File: src/rtl/gpio_irq_pkg.sv
`timescale 1ns/1ps
package gpio_irq_pkg;
    localparam int ADDR_W = 3;

    typedef enum logic [ADDR_W-1:0] {
        SEL_DOUT = 3'd0,
        SEL_DIR  = 3'd1,
        SEL_MODE = 3'd2,
        SEL_POL  = 3'd3,
        SEL_EN   = 3'd4,
        SEL_STAT = 3'd5,
        SEL_ACK  = 3'd6,
        SEL_NONE = 3'd7
    } reg_sel_e;

    typedef struct packed {
        logic prev;
        logic hit;
    } det_state_t;
endpackage

File: src/rtl/gpio_pin_sync.sv
`timescale 1ns/1ps
module gpio_pin_sync #(
    parameter int W      = 8,
    parameter int STAGES = 2
) (
    input  logic         clk,
    input  logic         rst_n,
    input  logic [W-1:0] async_in,
    output logic [W-1:0] sync_out
);
    logic [STAGES-1:0][W-1:0] chain_d, chain_q;

    always_comb begin
        chain_d[0] = async_in;
        for (int i = 1; i < STAGES; i++) begin
            chain_d[i] = chain_q[i-1];
        end
    end

    always_ff @(posedge clk or negedge rst_n) begin
        if (!rst_n) chain_q <= '0;
        else        chain_q <= chain_d;
    end

    assign sync_out = chain_q[STAGES-1];
endmodule

File: src/rtl/gpio_line_detect.sv
`timescale 1ns/1ps
module gpio_line_detect
    import gpio_irq_pkg::*;
(
    input  logic clk,
    input  logic rst_n,
    input  logic pin_s,
    input  logic en,
    input  logic edge_mode,
    input  logic active_high,
    input  logic ack,
    output logic req
);
    det_state_t st_d, st_q;
    logic       evt;

    always_comb begin
        evt = active_high ? (pin_s & ~st_q.prev) : (~pin_s & st_q.prev);
        st_d.prev = pin_s;
        if (!en || !edge_mode) st_d.hit = 1'b0;
        else if (evt)          st_d.hit = 1'b1;
        else if (ack)          st_d.hit = 1'b0;
        else                   st_d.hit = st_q.hit;
    end

    always_ff @(posedge clk or negedge rst_n) begin
        if (!rst_n) st_q <= '0;
        else        st_q <= st_d;
    end

    assign req = en & (edge_mode ? st_q.hit : ~(pin_s ^ active_high));
endmodule

File: src/rtl/gpio_irq_port.sv
`timescale 1ns/1ps
module gpio_irq_port
    import gpio_irq_pkg::*;
#(
    parameter int LINES        = 8,
    parameter int SYNC_STAGES  = 2,
    parameter bit PER_LINE_IRQ = 1'b1
) (
    input  logic              clk,
    input  logic              rst_n,
    input  logic [ADDR_W-1:0] bus_addr,
    input  logic              bus_we,
    input  logic [LINES-1:0]  bus_wdata,
    output logic [LINES-1:0]  bus_rdata,
    input  logic [LINES-1:0]  pin_in,
    output logic [LINES-1:0]  gpio_out,
    output logic [LINES-1:0]  gpio_oe,
    output logic              irq_combined,
    output logic [LINES-1:0]  irq_lines
);
    typedef struct packed {
        logic [LINES-1:0] dout;
        logic [LINES-1:0] dir;
        logic [LINES-1:0] mode;
        logic [LINES-1:0] pol;
        logic [LINES-1:0] en;
    } cfg_t;

    cfg_t             cfg_d, cfg_q;
    logic [LINES-1:0] pins_s;
    logic [LINES-1:0] ack_vec;
    logic [LINES-1:0] req_vec;
    reg_sel_e         sel;

    assign sel = reg_sel_e'(bus_addr);

    gpio_pin_sync #(.W(LINES), .STAGES(SYNC_STAGES)) sync_i (
        .clk      (clk),
        .rst_n    (rst_n),
        .async_in (pin_in),
        .sync_out (pins_s)
    );

    always_comb begin
        cfg_d   = cfg_q;
        ack_vec = '0;
        if (bus_we) begin
            case (sel)
                SEL_DOUT: cfg_d.dout = bus_wdata;
                SEL_DIR:  cfg_d.dir  = bus_wdata;
                SEL_MODE: cfg_d.mode = bus_wdata;
                SEL_POL:  cfg_d.pol  = bus_wdata;
                SEL_EN:   cfg_d.en   = bus_wdata;
                SEL_ACK:  ack_vec    = bus_wdata;
                default:  ;
            endcase
        end
    end

    always_ff @(posedge clk or negedge rst_n) begin
        if (!rst_n) cfg_q <= '0;
        else        cfg_q <= cfg_d;
    end

    for (genvar g = 0; g < LINES; g++) begin : g_line
        gpio_line_detect det_i (
            .clk         (clk),
            .rst_n       (rst_n),
            .pin_s       (pins_s[g]),
            .en          (cfg_q.en[g]),
            .edge_mode   (cfg_q.mode[g]),
            .active_high (cfg_q.pol[g]),
            .ack         (ack_vec[g]),
            .req         (req_vec[g])
        );
    end

    always_comb begin
        case (sel)
            SEL_DOUT: bus_rdata = (cfg_q.dir & cfg_q.dout) | (~cfg_q.dir & pins_s);
            SEL_DIR:  bus_rdata = cfg_q.dir;
            SEL_MODE: bus_rdata = cfg_q.mode;
            SEL_POL:  bus_rdata = cfg_q.pol;
            SEL_EN:   bus_rdata = cfg_q.en;
            SEL_STAT: bus_rdata = req_vec;
            default:  bus_rdata = '0;
        endcase
    end

    assign gpio_out     = cfg_q.dout;
    assign gpio_oe      = cfg_q.dir;
    assign irq_combined = |req_vec;

    if (PER_LINE_IRQ) begin : g_split
        assign irq_lines = req_vec;
    end else begin : g_merged
        assign irq_lines = '0;
    end
endmodule

File: config.mk
export PLATFORM = sky130hd
export DESIGN_NAME = gpio_irq_port
export DESIGN_NICKNAME = d
export VERILOG_FILES = /design/src/rtl/gpio_irq_pkg.sv /design/src/rtl/gpio_pin_sync.sv /design/src/rtl/gpio_line_detect.sv /design/src/rtl/gpio_irq_port.sv
export SDC_FILE = /design/constraint.sdc
export NUM_CORES = 1
export LEC_CHECK = 0
export CAP_MARGIN = 20
export CORE_AREA = 2 2 110 112
export DETAILED_ROUTE_END_ITERATION = 7
export DIE_AREA = 0 0 112 114
export PLACE_DENSITY = 0.51
export SLEW_MARGIN = 20
export SYNTH_ARGS = -nofsm -noshare
export SYNTH_HDL_FRONTEND = slang
export SYNTH_SLANG_ARGS = --single-unit
File: constraint.sdc
create_clock -name clk -period 1.4 [get_ports clk]
set_input_delay 0.28 -clock clk [delete_from_list [all_inputs] [get_ports clk]]
set_output_delay 0.28 -clock clk [all_outputs]
set_load 0.01 [all_outputs]
* Yosys cells after proc, flatten, opt, wreduce, memory -nomap -nowiden
Index checks and enable logic that the tools add are counted.
** Word-level totals
- Output and inout bits :: 33
- Logic and storage cells :: 171
- Bits in registers :: 72
** Cells by class
- Reduce and logical (&&, ||, !) cells :: 39
- Muxes and demuxes :: 43
- Eq/ne operators :: 6
- Bitwise logic cells :: 60
** Operator list (count)
- 8-bit case mux with 6 select lines :: 1
- 1-bit two-way mux :: 40
- 1-bit bitwise AND :: 24
- 1-bit NOT :: 24
- 3-bit nonzero test :: 8
- 8-bit bitwise AND :: 2
- 1-bit logical NOT :: 16
- 8-bit two-way mux :: 2
- 2-bit AND reduction :: 5
- 3-bit equality test, second input constant :: 3
- 1-bit logical OR :: 8
- 8-bit NOT :: 1
- 8-bit bitwise OR :: 1
- 8-bit OR reduction :: 1
- 1-bit bitwise XOR :: 8
- 3-bit by 2-bit equality test with 1-bit output, second input constant :: 2
- 3-bit by 1-bit equality test with 1-bit output, second input constant :: 1
- 3-bit logical NOT :: 1

* Longest topological paths before layout
- Word-level depth :: 6
- Mapped depth :: 6
- Depth with buffers taken out :: 4

* By module
From an unflattened synthesis, not the netlist that was laid out.
** Unflattened totals
- Cell total of the unflattened synthesis :: 286
- Area, all modules :: 3469.6 sq um
** Modules (own cells, without submodules)
- gpio_irq_port :: area an instance 2228.4 sq um, instances 1, cells each 174
- gpio_line_detect :: area an instance 105.1 sq um, instances 8, cells each 12
- gpio_pin_sync :: area an instance 400.4 sq um, instances 1, cells each 16

* Worst setup path after synthesis
OpenSTA, ideal clock, no wires.
- Path kind :: register -> output
- From :: register cfg_q (netlist bit gpio_oe[2])
- To :: output bus_rdata[2]
- Slack :: -0.073 ns
- Buffers on the path :: 0
- Data required time :: 1.120 ns
- Cell stages (with the launch flop) :: 5
- Arrival :: 1.193 ns
- Path through :: dfrtp_1 or4b_1 a31oi_1 o21ai_0 nand2_1
** On the way
- Word-level cells in the longest chain between the ends :: 4
** Ends and longest elaborated chain
- start: declaration :: line gpio_irq_port.sv:29 : cfg_t cfg_d, cfg_q;
- start signal: assignment :: line gpio_irq_port.sv:62 : else cfg_q <= cfg_d;
- 8-bit NOT :: line gpio_irq_port.sv:80 : SEL_DOUT: bus_rdata = (cfg_q.dir & cfg_q.dout) | (~cfg_q.dir & pins_s);
- 8-bit bitwise AND :: line gpio_irq_port.sv:80
- 8-bit bitwise OR :: line gpio_irq_port.sv:80
- 8-bit case mux with 6 select lines (*) :: line gpio_irq_port.sv:79 : case (sel)
- end: declaration :: line gpio_irq_port.sv:14 : output logic [LINES-1:0] bus_rdata,
Every way passes the cells marked *; elsewhere a longest branch is shown, timed or not.

* Worst setup path in the final report
- From :: register sync_i.chain_q (netlist bit sync_i.sync_out[0])
- To :: output bus_rdata[0]
** On the way
- Word-level cells in the longest chain between the ends :: 5
** Ends and longest elaborated chain
- start: declaration :: line gpio_pin_sync.sv:11 : logic [STAGES-1:0][W-1:0] chain_d, chain_q;
- start signal: assignment :: line gpio_pin_sync.sv:22 : else chain_q <= chain_d;
- 1-bit bitwise XOR :: line gpio_line_detect.sv:31 : assign req = en & (edge_mode ? st_q.hit : ~(pin_s ^ active_high));
- 1-bit NOT :: line gpio_line_detect.sv:31
- 1-bit two-way mux :: line gpio_line_detect.sv:31
- 1-bit bitwise AND :: line gpio_line_detect.sv:31
- 8-bit case mux with 6 select lines (*) :: line gpio_irq_port.sv:79
Marks and branches as above.

==> out/metrics.yaml <==
placed_design:
  port_buffers: 54
  hpwl_microns: 6570
  globalplace.congestion: 0.809
layout:
  multi_input_area_sq_um: 1610
  regArea_sq_um: 1800
  n_fill_cell: 1130
  nets: 456
  drive_above_1_share_pct: 50.6
  antenna_cells: 0
  area_growth_syn_to_layout_pct: 54.7
floorplan:
  fp-row-count: 40
  die_area_sq_um: 12800
  start_util_pct: 28.8
  die_height_microns: 114
  die_w_microns: 112
  core-area_sq_um: 11700
  io_pins: 55
critical_path:
  r2r_cells: 6
  cp_max_fo: 2
  crit_type: "register to output port"
  required_ps: 1120
  critPathArrivalTime_ps: 1610
  critPathCaptureType: "output port"
  cp-start-kind: "register"
status:
  status: "finished, violations left"
  violations: "setup timing"
detailed_routing:
  antenna_left: 0
  avgViaCountPerCell: 4.72
  drcViolationCount: 0
  drt-pass1-iter-count: 4
  drt_iter0_markers: 83
  vias: 2768
  totalWireLength_microns: 9320
  wl_per_cell_microns: 15.9
timing:
  hold_viol: 0
  worst_slack_ps: -495
  hold_ws_ps: 308
  drv_slew: 0
  rsz0062_at_grt: "yes"
  finalClockSkew_ps: 4.36
  max_slew.worst_pin.slew_ps: 355
  finalSetupViolCount: 17
  tns_ps: -5940
  maxSlewHeadroom_pct: 76.3
  fin_crit_ps: 1890
  period_share_pct: 135
  fmax_ghz: 0.528
yosys:
  ys_types: 35
  syn_inst: 287
  yosysSeqAreaShare_pct: 53.3
  synth_fp_nets: 309
  yosysWarningCount: 0
  syn_area_per_cell_sq_um: 11.8
  synth_seq_cells: 72
  syn_area_sq_um: 3380
cts:
  clk_latency_ps: 340
  cts_tree: "yes"
  htreeDepth: 3
  path_clk_slew_ps: 60
  clock-sinks: 72
  cts-root-buf: "clkbuf_16"
  cts_buffers: 9
  cts_buffer_depth: 2
pwr:
  power_density_nw_per_um2: 1410
  leakage_uw: 0.00236
  irDropWorstVdd_mv: 0.572
grt:
  globalRouteOverflowTotal: 0
  antenna_found_initial: 0
  grt_max_degree: 66
  grt_pass1_vias: 2988
  grt_pass1_wl_microns: 15400
  grtUsageTotal_pct: 15.5
job:
  maxCapViolCount: 0
hold_path:
  hp-class: "primary input to asynchronous set/reset pin"
## critical path, cell delays in order, from the launching register on
cell      delay [ps]
dfrtp_1          410
xor2_2           200
buf_4            140
o211ai_1         150
a32oi_1          120
o22ai_1          120
buf_2            150
## cell usage in the layout, fill, tap and decap left out, types with 3 or more instances in the layout
cell type	synthesis	routed
buf_4	9	82
clkinv_2	0	3
and2_4	0	4
xor2_2	0	4
mux2_2	51	41
a31oi_1	3	3
nand2_1	31	31
and2_1	7	3
o211ai_1	6	6
xor2_1	8	4
mux2_4	0	10
clkdlybuf4s50_1	0	16
o22ai_1	7	4
a22oi_2	0	6
a32oi_1	6	6
clkdlybuf4s15_1	0	11
dfrtp_1	72	72
o22ai_2	0	3
a221oi_1	8	8
nor2_1	26	26
clkbuf_16	0	9
clkbuf_2	0	4
mux2i_1	4	4
buf_2	5	15
buf_12	0	3
o21ai_1	0	4
buf_6	3	19
o21ai_2	0	5
## synthesized netlist by cell type
library cell,instances,share of area [%]
or4b_1,1,0.30
o211ai_1,6,1.3
inv_1,2,0.22
dfrtp_1,72,53
mux2_2,51,17
nand2b_1,2,0.37
buf_2,5,0.74
a32oi_1,6,1.6
nor3b_4,1,0.56
nor2b_1,1,0.19
nor2b_2,1,0.26
nand2_1,31,3.4
nand3_2,1,0.30
a221oi_1,8,2.1
o22ai_1,7,1.3
nand4_1,1,0.19
a31oi_1,3,0.56
and3_1,2,0.37
o21ai_0,10,1.5
nor3_1,1,0.15
mux2_1,1,0.33
mux2i_1,4,1.2
and2_1,7,1.3
xor2_1,8,2.1
nand3_1,2,0.30
clkbuf_1,1,0.11
nand3b_1,1,0.22
buf_6,3,1.0
and4b_1,1,0.30
a2bb2oi_1,1,0.26
a21oi_1,3,0.44
a22oi_1,7,1.6
nor2_1,26,2.9
buf_4,9,2.0
nor2_4,1,0.33
## stage by stage
step	power, uW	cell area, sq um	std cells	utilization [%]	worst slack, ps
final	7360	5230	586	44.6	-495
after global routing	7740	5230	586	44.6	-609
after CTS	7390	5190	586	44.3	-514
after detailed placement	4770	4650	556	39.7	-1060
after global placement	4740	4650	556	39.7	-1040
after floorplan	3590	3380	287	-	-54.1
## layer usage
| metal | vias to the layer above | wire, microns | GRT usage [%] |
|---|---|---|---|
| met2 | 62 | 4420 | 24.4 |
| met3 | 16 | 414 | 3.99 |
| li1 | 1324 | - | - |
| met1 | 1366 | 4320 | 20.7 |
| met4 | 0 | 177 | 5.61 |
| met5 | - | 0 | 0 |
## kinds of logic after synthesis
family | synth area share, %
buf+inv | 4.07
xor+xnor | 2.07
compound gates | 10.6
flops | 53.3
mux | 18.5
simple gates | 11.4
## layout make-up
cell class / instances / area share, %
repair buffers: 154 / 24.8
inverters: 2 / 0.144
well taps: 147 / 3.52
clock buffers: 10 / 4.57
clock inverters: 6 / 1.58
flip-flops and latches: 72 / 34.5
multi-input cells: 195 / 30.9
## worst paths after layout
path                            slack (ps)                from                      end
worst max-delay path                  -490  sync_i.sync_out[0]             bus_rdata[0]
worst min-delay path                   310               rst_n              gpio_out[0]
worst max register to register         210  sync_i.sync_out[1]  g_line[1].det_i.st_q[0]
worst min register to register         350   sync_i.chain_d[8]       sync_i.sync_out[0]
max in group asynchronous              530               rst_n                cfg_q[19]
min in group clk                       350   sync_i.chain_d[8]       sync_i.sync_out[0]
## timing repair
| item | 4_1_cts | 5_1_grt |
|---|---|---|
| setup buffers | 14 | 0 |
| gates cloned | 1 | 0 |
| resized for setup | 165 | 19 |
| setup endpoints to repair | 81 | 35 |
| hold endpoints to repair | 7 | 0 |
| pin swaps | 39 | 13 |
| hold buffers | 1 | 0 |
## power by group
| part | total (uW) | internal, uW | switching, uW |
|---|---|---|---|
| Sequential | 2660 | 2390 | 261 |
| Clock | 2480 | 1600 | 882 |
| Combinational | 2230 | 1310 | 917 |
## sequential cells by signal, indices dropped and copies added, names as in the netlist
signal	count
gpio_out	8
sync_i.chain_d	8
sync_i.sync_out	8
gpio_oe	8
g_line.det_i.st_q	16
cfg_q	24
No activity file was read; power rests on OpenSTA's default activity.
